$ cat config.mk
export PLATFORM = sky130hd
export DESIGN_NAME = dma_wr_seq
export DESIGN_NICKNAME = d
export VERILOG_FILES = /design/src/rtl/dma_wr_pkg.sv /design/src/rtl/dma_wr_word_count.sv /design/src/rtl/dma_wr_frame_len.sv /design/src/rtl/dma_wr_tail_pad.sv /design/src/rtl/dma_wr_seq.sv
export SDC_FILE = /design/constraint.sdc
export NUM_CORES = 1
export LEC_CHECK = 0
export BUFFER_PORTS_ARGS = -buffer_cell sky130_fd_sc_hd__buf_4
export CAP_MARGIN = 40
export CORE_MARGIN = 2
export CORE_UTILIZATION = 46
export DETAILED_ROUTE_END_ITERATION = 12
export GPL_TIMING_DRIVEN = 0
export PLACE_DENSITY = 0.73
export SLEW_MARGIN = 10
export SYNTH_ARGS = -nofsm -noshare
export SYNTH_HDL_FRONTEND = slang
export SYNTH_HIERARCHICAL = 1
export SYNTH_SLANG_ARGS = --single-unit
$ cat constraint.sdc
create_clock -name clk -period 2.85 [get_ports clk]
set_input_delay 0.1425 -clock clk [delete_from_list [all_inputs] [get_ports clk]]
set_output_delay 0.1425 -clock clk [all_outputs]
set_load 0.005 [all_outputs]
$ cat src/rtl/dma_wr_pkg.sv
package dma_wr_pkg;

    typedef enum logic [2:0] {
        ST_IDLE         = 3'd0,
        ST_WAIT_ACT     = 3'd1,
        ST_SEND_HDR     = 3'd2,
        ST_SEND_PAYLOAD = 3'd3,
        ST_WAIT_STATUS  = 3'd4,
        ST_DONE         = 3'd5,
        ST_ERROR        = 3'd6
    } seq_state_e;

    localparam logic [7:0] DATA_FRAME_CODE = 8'h46;

endpackage

$ cat src/rtl/dma_wr_word_count.sv
module dma_wr_word_count #(
    parameter int LEN_W  = 24,
    parameter int BPW_W  = 2,
    parameter int WORD_W = LEN_W - BPW_W + 1
) (
    input  logic [LEN_W-1:0]  bytes_i,
    output logic [WORD_W-1:0] words_o,
    output logic [BPW_W-1:0]  tail_o
);
    localparam int BPW = 1 << BPW_W;

    logic [LEN_W:0] rounded;

    // Round up to whole words before dropping the byte-lane bits.
    assign rounded = {1'b0, bytes_i} + (LEN_W + 1)'(BPW - 1);
    assign words_o = rounded[LEN_W:BPW_W];
    assign tail_o  = bytes_i[BPW_W-1:0];

endmodule

$ cat src/rtl/dma_wr_frame_len.sv
module dma_wr_frame_len #(
    parameter int WORD_W    = 23,
    parameter int FLEN_W    = 12,
    parameter int MAX_WORDS = 2048
) (
    input  logic [WORD_W-1:0] rem_i,
    output logic [FLEN_W-1:0] len_o
);
    localparam logic [WORD_W-1:0] CAP = WORD_W'(MAX_WORDS);

    always_comb begin
        if (rem_i > CAP) begin
            len_o = FLEN_W'(MAX_WORDS);
        end else begin
            len_o = rem_i[FLEN_W-1:0];
        end
    end

endmodule

$ cat src/rtl/dma_wr_tail_pad.sv
module dma_wr_tail_pad #(
    parameter int DATA_W = 32,
    parameter int BPW_W  = 2
) (
    input  logic              clk,
    input  logic              rst_n,
    input  logic [DATA_W-1:0] data_i,
    input  logic [BPW_W-1:0]  tail_i,
    input  logic              is_last_i,
    output logic [DATA_W-1:0] data_o
);
    localparam int BPW = DATA_W / 8;

    for (genvar g = 0; g < BPW; g++) begin : g_lane
        logic keep;
        assign keep = !is_last_i || (tail_i == '0) || (BPW_W'(g) < tail_i);
        assign data_o[8*g +: 8] = keep ? data_i[8*g +: 8] : 8'h00;
    end


    top_lane_zero_chk: assert property (@(posedge clk) disable iff (!rst_n)
        (is_last_i && (tail_i != '0)) |-> (data_o[DATA_W-1 -: 8] == 8'h00));

endmodule

$ cat src/rtl/dma_wr_seq.sv
module dma_wr_seq
    import dma_wr_pkg::*;
#(
    parameter int DATA_W          = 32,
    parameter int LEN_W           = 24,
    parameter int MAX_FRAME_WORDS = 2048
) (
    input  logic              clk,
    input  logic              rst_n,
    input  logic              start_i,
    input  logic [LEN_W-1:0]  xfer_bytes_i,
    input  logic              auto_act_i,
    input  logic              act_evt_i,
    input  logic              status_valid_i,
    input  logic              status_ok_i,
    input  logic              src_valid_i,
    input  logic [DATA_W-1:0] src_data_i,
    output logic              src_ready_o,
    output logic              tx_valid_o,
    output logic [DATA_W-1:0] tx_data_o,
    output logic              tx_sof_o,
    output logic              tx_eof_o,
    input  logic              tx_ready_i,
    output logic              done_o,
    output logic              err_o,
    output logic              busy_o
);
    localparam int BPW    = DATA_W / 8;
    localparam int BPW_W  = $clog2(BPW);
    localparam int WORD_W = LEN_W - BPW_W + 1;
    localparam int FLEN_W = $clog2(MAX_FRAME_WORDS + 1);

    typedef struct packed {
        seq_state_e         st;
        logic [WORD_W-1:0]  rem;
        logic [FLEN_W-1:0]  beats;
        logic [BPW_W-1:0]   tail;
        logic               err;
    } seq_regs_t;

    seq_regs_t r_d, r_q;

    logic [WORD_W-1:0] start_words;
    logic [BPW_W-1:0]  start_tail;
    logic [FLEN_W-1:0] frame_len;
    logic [DATA_W-1:0] padded;
    logic              hdr_fire;
    logic              pay_fire;
    logic              last_beat;

    dma_wr_word_count #(
        .LEN_W (LEN_W),
        .BPW_W (BPW_W),
        .WORD_W(WORD_W)
    ) u_words (
        .bytes_i(xfer_bytes_i),
        .words_o(start_words),
        .tail_o (start_tail)
    );

    dma_wr_frame_len #(
        .WORD_W   (WORD_W),
        .FLEN_W   (FLEN_W),
        .MAX_WORDS(MAX_FRAME_WORDS)
    ) u_flen (
        .rem_i(r_q.rem),
        .len_o(frame_len)
    );

    dma_wr_tail_pad #(
        .DATA_W(DATA_W),
        .BPW_W (BPW_W)
    ) u_pad (
        .clk      (clk),
        .rst_n    (rst_n),
        .data_i   (src_data_i),
        .tail_i   (r_q.tail),
        .is_last_i(r_q.rem == WORD_W'(1)),
        .data_o   (padded)
    );

    assign hdr_fire  = (r_q.st == ST_SEND_HDR) && tx_ready_i;
    assign pay_fire  = (r_q.st == ST_SEND_PAYLOAD) && src_valid_i && tx_ready_i;
    assign last_beat = (r_q.beats == FLEN_W'(1));

    always_comb begin
        r_d = r_q;
        unique case (r_q.st)
            ST_IDLE, ST_ERROR: begin
                if (start_i && (start_words != '0)) begin
                    r_d.err  = 1'b0;
                    r_d.rem  = start_words;
                    r_d.tail = start_tail;
                    r_d.st   = auto_act_i ? ST_SEND_HDR : ST_WAIT_ACT;
                end
            end
            ST_WAIT_ACT: begin
                if (act_evt_i) begin
                    r_d.st = ST_SEND_HDR;
                end
            end
            ST_SEND_HDR: begin
                if (hdr_fire) begin
                    r_d.beats = frame_len;
                    r_d.st    = ST_SEND_PAYLOAD;
                end
            end
            ST_SEND_PAYLOAD: begin
                if (pay_fire) begin
                    r_d.rem   = r_q.rem - WORD_W'(1);
                    r_d.beats = r_q.beats - FLEN_W'(1);
                    if (last_beat) begin
                        r_d.st = ST_WAIT_STATUS;
                    end
                end
            end
            ST_WAIT_STATUS: begin
                if (status_valid_i) begin
                    if (!status_ok_i) begin
                        r_d.err = 1'b1;
                        r_d.st  = ST_ERROR;
                    end else if (r_q.rem == '0) begin
                        r_d.st = ST_DONE;
                    end else begin
                        r_d.st = ST_WAIT_ACT;
                    end
                end
            end
            ST_DONE: begin
                r_d.st = ST_IDLE;
            end
            default: begin
                r_d.st = ST_IDLE;
            end
        endcase
    end

    always_ff @(posedge clk or negedge rst_n) begin
        if (!rst_n) begin
            r_q <= '{st: ST_IDLE, rem: '0, beats: '0, tail: '0, err: 1'b0};
        end else begin
            r_q <= r_d;
        end
    end

    assign tx_valid_o  = (r_q.st == ST_SEND_HDR) ||
                         ((r_q.st == ST_SEND_PAYLOAD) && src_valid_i);
    assign tx_data_o   = (r_q.st == ST_SEND_HDR) ? {{(DATA_W-8){1'b0}}, DATA_FRAME_CODE}
                                                 : padded;
    assign tx_sof_o    = (r_q.st == ST_SEND_HDR);
    assign tx_eof_o    = (r_q.st == ST_SEND_PAYLOAD) && src_valid_i && last_beat;
    assign src_ready_o = (r_q.st == ST_SEND_PAYLOAD) && tx_ready_i;
    assign done_o      = (r_q.st == ST_DONE);
    assign err_o       = r_q.err;
    assign busy_o      = (r_q.st != ST_IDLE) && (r_q.st != ST_ERROR);

    // Payload words seen since the last accepted header, kept for the cap check.
    logic [FLEN_W:0] mon_beats_q;
    always_ff @(posedge clk or negedge rst_n) begin
        if (!rst_n) begin
            mon_beats_q <= '0;
        end else if (tx_valid_o && tx_ready_i) begin
            mon_beats_q <= tx_sof_o ? '0 : mon_beats_q + 1'b1;
        end
    end


    frame_cap_chk: assert property (@(posedge clk) disable iff (!rst_n)
        (tx_valid_o && tx_ready_i && !tx_sof_o) |-> (mon_beats_q < (FLEN_W + 1)'(MAX_FRAME_WORDS)));


    header_word_chk: assert property (@(posedge clk) disable iff (!rst_n)
        tx_sof_o |-> (tx_valid_o && !tx_eof_o && (tx_data_o[7:0] == DATA_FRAME_CODE)));


    hold_until_act_chk: assert property (@(posedge clk) disable iff (!rst_n)
        (r_q.st == ST_WAIT_ACT) |-> !tx_valid_o);


    done_single_chk: assert property (@(posedge clk) disable iff (!rst_n)
        done_o |=> (!done_o && !busy_o));


    done_after_good_chk: assert property (@(posedge clk) disable iff (!rst_n)
        $rose(done_o) |-> $past(status_valid_i && status_ok_i));


    err_on_bad_chk: assert property (@(posedge clk) disable iff (!rst_n)
        ((r_q.st == ST_WAIT_STATUS) && status_valid_i && !status_ok_i) |=> (err_o && !busy_o));


    err_sticky_chk: assert property (@(posedge clk) disable iff (!rst_n)
        (err_o && !start_i) |=> err_o);


    no_done_with_err_chk: assert property (@(posedge clk) disable iff (!rst_n)
        !(done_o && err_o));

endmodule

==> out/qor.csv, run 1 <==
metric,value,unit
outcome,finished clean,
root_buffer,clkbuf_8,
ant_nets,0,
path_delay_family,simple AND/OR/NAND/NOR gates,
max_slew_margin,0.3740,
firstDrtPassIters,5,
critPathMaxFanout,10,
fillers,767,
whs_path_depth,3,
finalNonFillerCells,708,
yosysWarnings,6,
dp_cells,690,
grtUsageTotal,0.2758,
gp_congestion,0.9386,
synth.yosys.seq_area_share,0.2704,
yosys-top-cells-count,"41 x dfrtp_1, 41 x nor2_1, 36 x a21oi_1, 30 x nor2b_1, 26 x nand2_1",
pin_count,104,
grt_overflow,0,
grt_max_degree,42,
max_freq,0.3725,GHz
cts_tree,done,
rsz0062_at_grt,false,
start_kind,register,
dieArea,8990,um^2
hold-worst-slack,107.7,ps
maxCapViolCount,0,
clkSlewWorstSetupHoldPaths,80,ps
drive_gt1_frac,0.2488,
worstSetupPathType,register to output port,
syn-num-nets,559,
fin_skew,8.471,ps
antenna_found_initial,0,
diodes,0,
netlist_area,3794,um^2
viasPerCell,6.016,
synth_area_per_cell,7.742,um^2
grt_pass1_vias,3901,
hold_violations,0,
worst-r2r-cell-count,7,
required,2710,ps
die_w,94.82,um
drt-initial-drc-count,382,
dp_hpwl,9028,um
yosysTopAreaCellShare,0.2704,
cp.arrival,2540,ps
fin_util,0.6005,
powerDensity,792.7,nW/um^2
vdd.ir_drop.worst,0.0004260,V
ys_types,59,
portBuffers,95,
setup_viol,0,
synth_area_leaders,"dfrtp_1 27%, nor2b_1 4.9%, a21oi_1 4.7%",
clockBufferDepth,2,
fin_area,4860,um^2
cp-end-kind,output port,
min_period,2685,ps
worstPathCellList,nor4_2 -> nand2_1 -> nor4_2 -> buf_4 -> nand3b_1 -> and2_1 -> nor2b_1 -> buf_4,
synth-edff-count,0,
htree_num_levels,2,
wirelength,12280,um
dpl_cell_area,4638,um^2
p_leak,2.008,nW
initial_core_util,0.4688,
cp.depth,8,
drc,0,
core_area,8093,um^2
layout.nets,671,
wire_per_inst,17.34,um
fin_crit_sh,0.9420,
cts.sinks,41,
yosys.area.top_type,dfrtp_1,
power,0.003852,W
cp.buffers_inverters,2,
ys_ff_latch,41,
cts_buffers,5,
max_stage_delay,550,ps
worst_pin_slew,937.0,ps
maxSlewViolCount,0,
area_growth,28.10,%
synthCells,490,
ys_async_sr_fraction,1.000,
dr_total_vias,4259,
slowest_stage,nor4_2,
clk_latency,300,ps
ys.flop_type,dfrtp_1,
die_h,94.82,um
hp-class,primary input to register,
grt_pass1_wl,19700,um
rows,33,
timing repair:
action | 4_1_cts | 5_1_grt
endpoints found under the setup margin | 31 | 38
buffers inserted | 1 | 9
gates resized for setup | 6 | 6
hold buffers | 1 | 0
pin swaps | 2 | 3
endpoints found under the hold margin | 41 | 0
kinds of logic (layout without fill, tap and decap cells):
| group | count (synthesis) | count (layout) | synth area share |
|---|---|---|---|
| adders and majority gates | 4 | 4 | 0.01319 |
| AOI/OAI and AO/OA | 135 | 135 | 0.2437 |
| muxes | 5 | 5 | 0.01319 |
| xor gates and xnor gates | 24 | 24 | 0.05739 |
| DFF | 41 | 41 | 0.2704 |
| and+or+nand+nor | 230 | 230 | 0.3463 |
| buffers and inverters | 51 | 164 | 0.05574 |
path summary, 6_finish.rpt:
kind | startpoint | to | slack (ps)
setup / recovery | r_q[18] | tx_data_o[15] | 170
hold / removal | status_valid_i | err_o | 110
setup reg to reg | r_q[40] | r_q[7] | 470
hold reg to reg | err_o | err_o | 520
max in group asynchronous | rst_n | r_q[23] | 2080
min in group asynchronous | rst_n | r_q[13] | 370
through the flow:
stage / worst slack (ps) / TNS (ps)
after global routing: 1.278 / 0
after floorplan: 443.1 / 0
after global placement: -310.4 / -5411
after CTS: 17.85 / 0
final: 165.4 / 0
after detailed placement: -364.0 / -7070
sequential cells by signal, indices dropped and copies added (netlist names):
signal,flops
err_o,1
r_q,40
report_power, final:
| part | total, W | leakage [nW] | internal [W] | switching [W] |
|---|---|---|---|---|
| Sequential | 0.00122 | 0.501 | 0.000829 | 0.000392 |
| Clock | 0.000388 | 0.0450 | 0.000170 | 0.000217 |
| Combinational | 0.00224 | 1.46 | 0.000947 | 0.00130 |
cell type report:
| class | count | area (um^2) | share of cell area |
|---|---|---|---|
| Clock buffer | 6 | 72.57 | 0.01493 |
| Buffer | 37 | 162.7 | 0.03347 |
| Inverter | 13 | 48.80 | 0.01004 |
| Tap cell | 105 | 131.4 | 0.02703 |
| Sequential cell | 41 | 1028 | 0.2116 |
| Clock inverter | 2 | 10.01 | 0.002060 |
| Multi-Input combinational cell | 398 | 2608 | 0.5366 |
| Timing Repair Buffer | 106 | 798.3 | 0.1643 |
layout by cell type (no fill, tap or decap), drive strengths merged, types with 16 or more instances in the layout:
master / netlist / final
nand2: 26 / 26
a21oi: 36 / 36
o2bb2ai: 16 / 16
nor2b: 30 / 30
nor3: 21 / 21
xnor2: 20 / 20
buf: 13 / 118
dfrtp: 41 / 41
o21ai: 16 / 16
and2: 19 / 19
nor2: 42 / 42
nor4: 23 / 23
clkbuf: 25 / 30
layer usage:
metal	up-vias	track usage	part of all wire
met5	-	0	0
met4	0	0.08937	0.028
met3	36	0.03272	0.061
met2	192	0.4734	0.49
met1	1996	0.3611	0.42
li1	2035	-	-
worst register-to-register path: stages (launching register included):
cell and delay (ps):
dfrtp_1 400, buf_2 190, nor3b_1 770, nand2b_1 240, nand2_1 160, buf_2 230, o21ai_0 170, o21ai_0 100
Note: power is estimated with default switching activity, not from simulation.
==> run 2: changes to the inputs <==
==> constraint.sdc (replaced) <==
create_clock -name clk -period 2.5 [get_ports clk]
set_input_delay 0.125 -clock clk [delete_from_list [all_inputs] [get_ports clk]]
set_output_delay 0.125 -clock clk [all_outputs]
set_load 0.005 [all_outputs]
==> run 2 against run 1 <==
Effect of this change:
- the run now ends with setup timing left
- die area unchanged
- non-clock buffer count is 14 higher
- first-iteration DRC count is 8.6% lower
- sequential share of layout area is 0.65 points lower
- global-route usage increased by 0.82 points
- clock skew shrank 3.3 ps
- register-to-register slack worse by 290 ps
- worst hold slack got worse by 19 ps
- critical path depth is the same
- cell area up 3.9%
- sequential power rose by 15%
- largest cell class unchanged
- highest routed layer unchanged
==> out/qor.csv, run 2 (same netlist as run 1, synthesis figures left out) <==
metric,value,unit
max_slew_margin,0.5454,
use_met3,0.03432,
fin_crit_sh,1.008,
max_freq,0.3967,GHz
area_growth,33.15,%
die_h,94.82,um
cts_tree,done,
wire_per_inst,17.77,um
rsz0062_at_grt,true,
initial_core_util,0.4688,
root_buffer,clkbuf_8,
drc,0,
fin_skew,5.209,ps
die_w,94.82,um
setup_viol,2,
cp.arrival,2400,ps
dp_hpwl,9028,um
hp-class,primary input to register,
worstSetupPathType,register to output port,
diodes,0,
wirelength,12830,um
ant_nets,0,
grt_pass1_wl,20240,um
top_register,r_q,
path_delay_family,simple AND/OR/NAND/NOR gates,
cp-end-kind,output port,
p_leak,2.097,nW
worst_pin_slew,680.5,ps
grtUsageTotal,0.2841,
use_met2,0.4823,
clockBufferDepth,2,
min_period,2521,ps
grt_overflow,0,
viasPerCell,6.072,
vdd.ir_drop.worst,0.0005004,V
pin_count,104,
htree_num_levels,2,
mostFrequentLayoutCells,"123 x buf_4, 40 x nor2_1, 36 x a21oi_1, 33 x dfrtp_1, 30 x nor2b_1",
top_usage_layer,met2,
violations,setup timing,
dr_total_vias,4384,
largest_register_ffs,40,
antenna_found_initial,0,
cts.sinks,41,
firstDrtPassIters,5,
grt_max_degree,42,
worstPathCellList,nor4_4 -> nand3_4 -> nor4_4 -> buf_4 -> nand3b_1 -> and2_1 -> nor2b_1 -> buf_4,
core_area,8093,um^2
drt-initial-drc-count,349,
clkSlewWorstSetupHoldPaths,80,ps
maxCapViolCount,0,
portBuffers,95,
start_kind,register,
worst_slack,-20.92,ps
dieArea,8990,um^2
required,2380,ps
grt_pass1_vias,4029,
max_stage_delay,490,ps
dp_cells,690,
drive_gt1_frac,0.2836,
final_common_cell,buf_4,
cts_buffers,5,
powerDensity,907.3,nW/um^2
layout.nets,685,
met1_usage,0.3701,
gp_congestion,0.9386,
outcome,"finished, violations left",
rows,33,
fillers,749,
finalNonFillerCells,722,
cp.buffers_inverters,2,
maxSlewViolCount,0,
critPathMaxFanout,8,
clk_latency,300,ps
slowest_stage,dfrtp_2,
hold-worst-slack,88.84,ps
hold_violations,0,
## run 2: cell count changes in the layout (fill, tap and decap cells not counted), moves of 2 or more
cell | previous run | this run
nor4_4 | 2 | 5
buf_4 | 108 | 123
nor4_2 | 4 | 2
o21ai_1 | 2 | 4
buf_2 | 9 | 6
o21ai_0 | 14 | 12
dfrtp_1 | 39 | 33
buf_6 | 0 | 2
dfrtp_2 | 2 | 8
## run 2: final timing paths
kind / start / end / slack (ps) / cells past startpoint
setup / recovery: r_q[25] / tx_data_o[15] / -20 / 8
hold / removal: status_valid_i / err_o / 90 / 3
setup reg to reg: r_q[39] / r_q[16] / 180 / 8
hold reg to reg: err_o / err_o / 520 / 2
max in group asynchronous: rst_n / r_q[30] / 1740 / 2
min in group asynchronous: rst_n / r_q[12] / 360 / 2
## run 2: per-stage QoR
stage | util | worst slack, ps | total power (W) | setup TNS (ps) | area (um^2)
finish | 0.6242 | -20.92 | 0.004583 | -29.59 | 5051
global route | 0.6242 | -124.3 | 0.004917 | -1625 | 5051
CTS | 0.6068 | 0.1597 | 0.004439 | 0 | 4911
floorplan | - | 110.6 | 0.002904 | 0 | 3794
global placement | 0.5731 | -642.9 | 0.003797 | -18290 | 4638
detailed placement | 0.5731 | -696.5 | 0.003854 | -21040 | 4638
## run 2: cell type report
cell class | instances | area, um^2 | area share
buffer | 37 | 180.2 | 0.03567
clock inverter | 2 | 10.01 | 0.001982
multi-input combinational | 398 | 2665 | 0.5276
tap | 105 | 131.4 | 0.02601
inverter | 13 | 48.80 | 0.009661
sequential | 41 | 1036 | 0.2051
timing repair buffer | 120 | 907.1 | 0.1796
clock buffer | 6 | 72.57 | 0.01437
## run 2: power breakdown
part           internal [W]  switching (W)  total (W)
sequential         0.000954       0.000445    0.00140
combinational       0.00117        0.00157    0.00274
clock              0.000194       0.000251   0.000445
## run 2: timing repair
action / 4_1_cts / 5_1_grt
gates cloned: 1 / 1
pin swaps: 11 / 20
hold endpoints to repair: 41 / 0
hold buffers: 1 / 0
endpoints found under the setup margin: 49 / 58
setup buffers: 12 / 11
gates resized for setup: 21 / 17
## run 2: layer usage
metal	wire length (um)	vias to the layer above
li1	-	2073
met1	5285	2064
met4	443	0
met2	6250	212
met3	852	35
met5	0	-
## run 2: worst reg2reg max path, delay by kind of cell, from the launching register on
kind | cells | cell delay, ps
flip-flops | 1 | 360
AO/OA/AOI/OAI | 2 | 320
buffers and inverters | 4 | 1290
AND/OR/NAND/NOR | 2 | 230
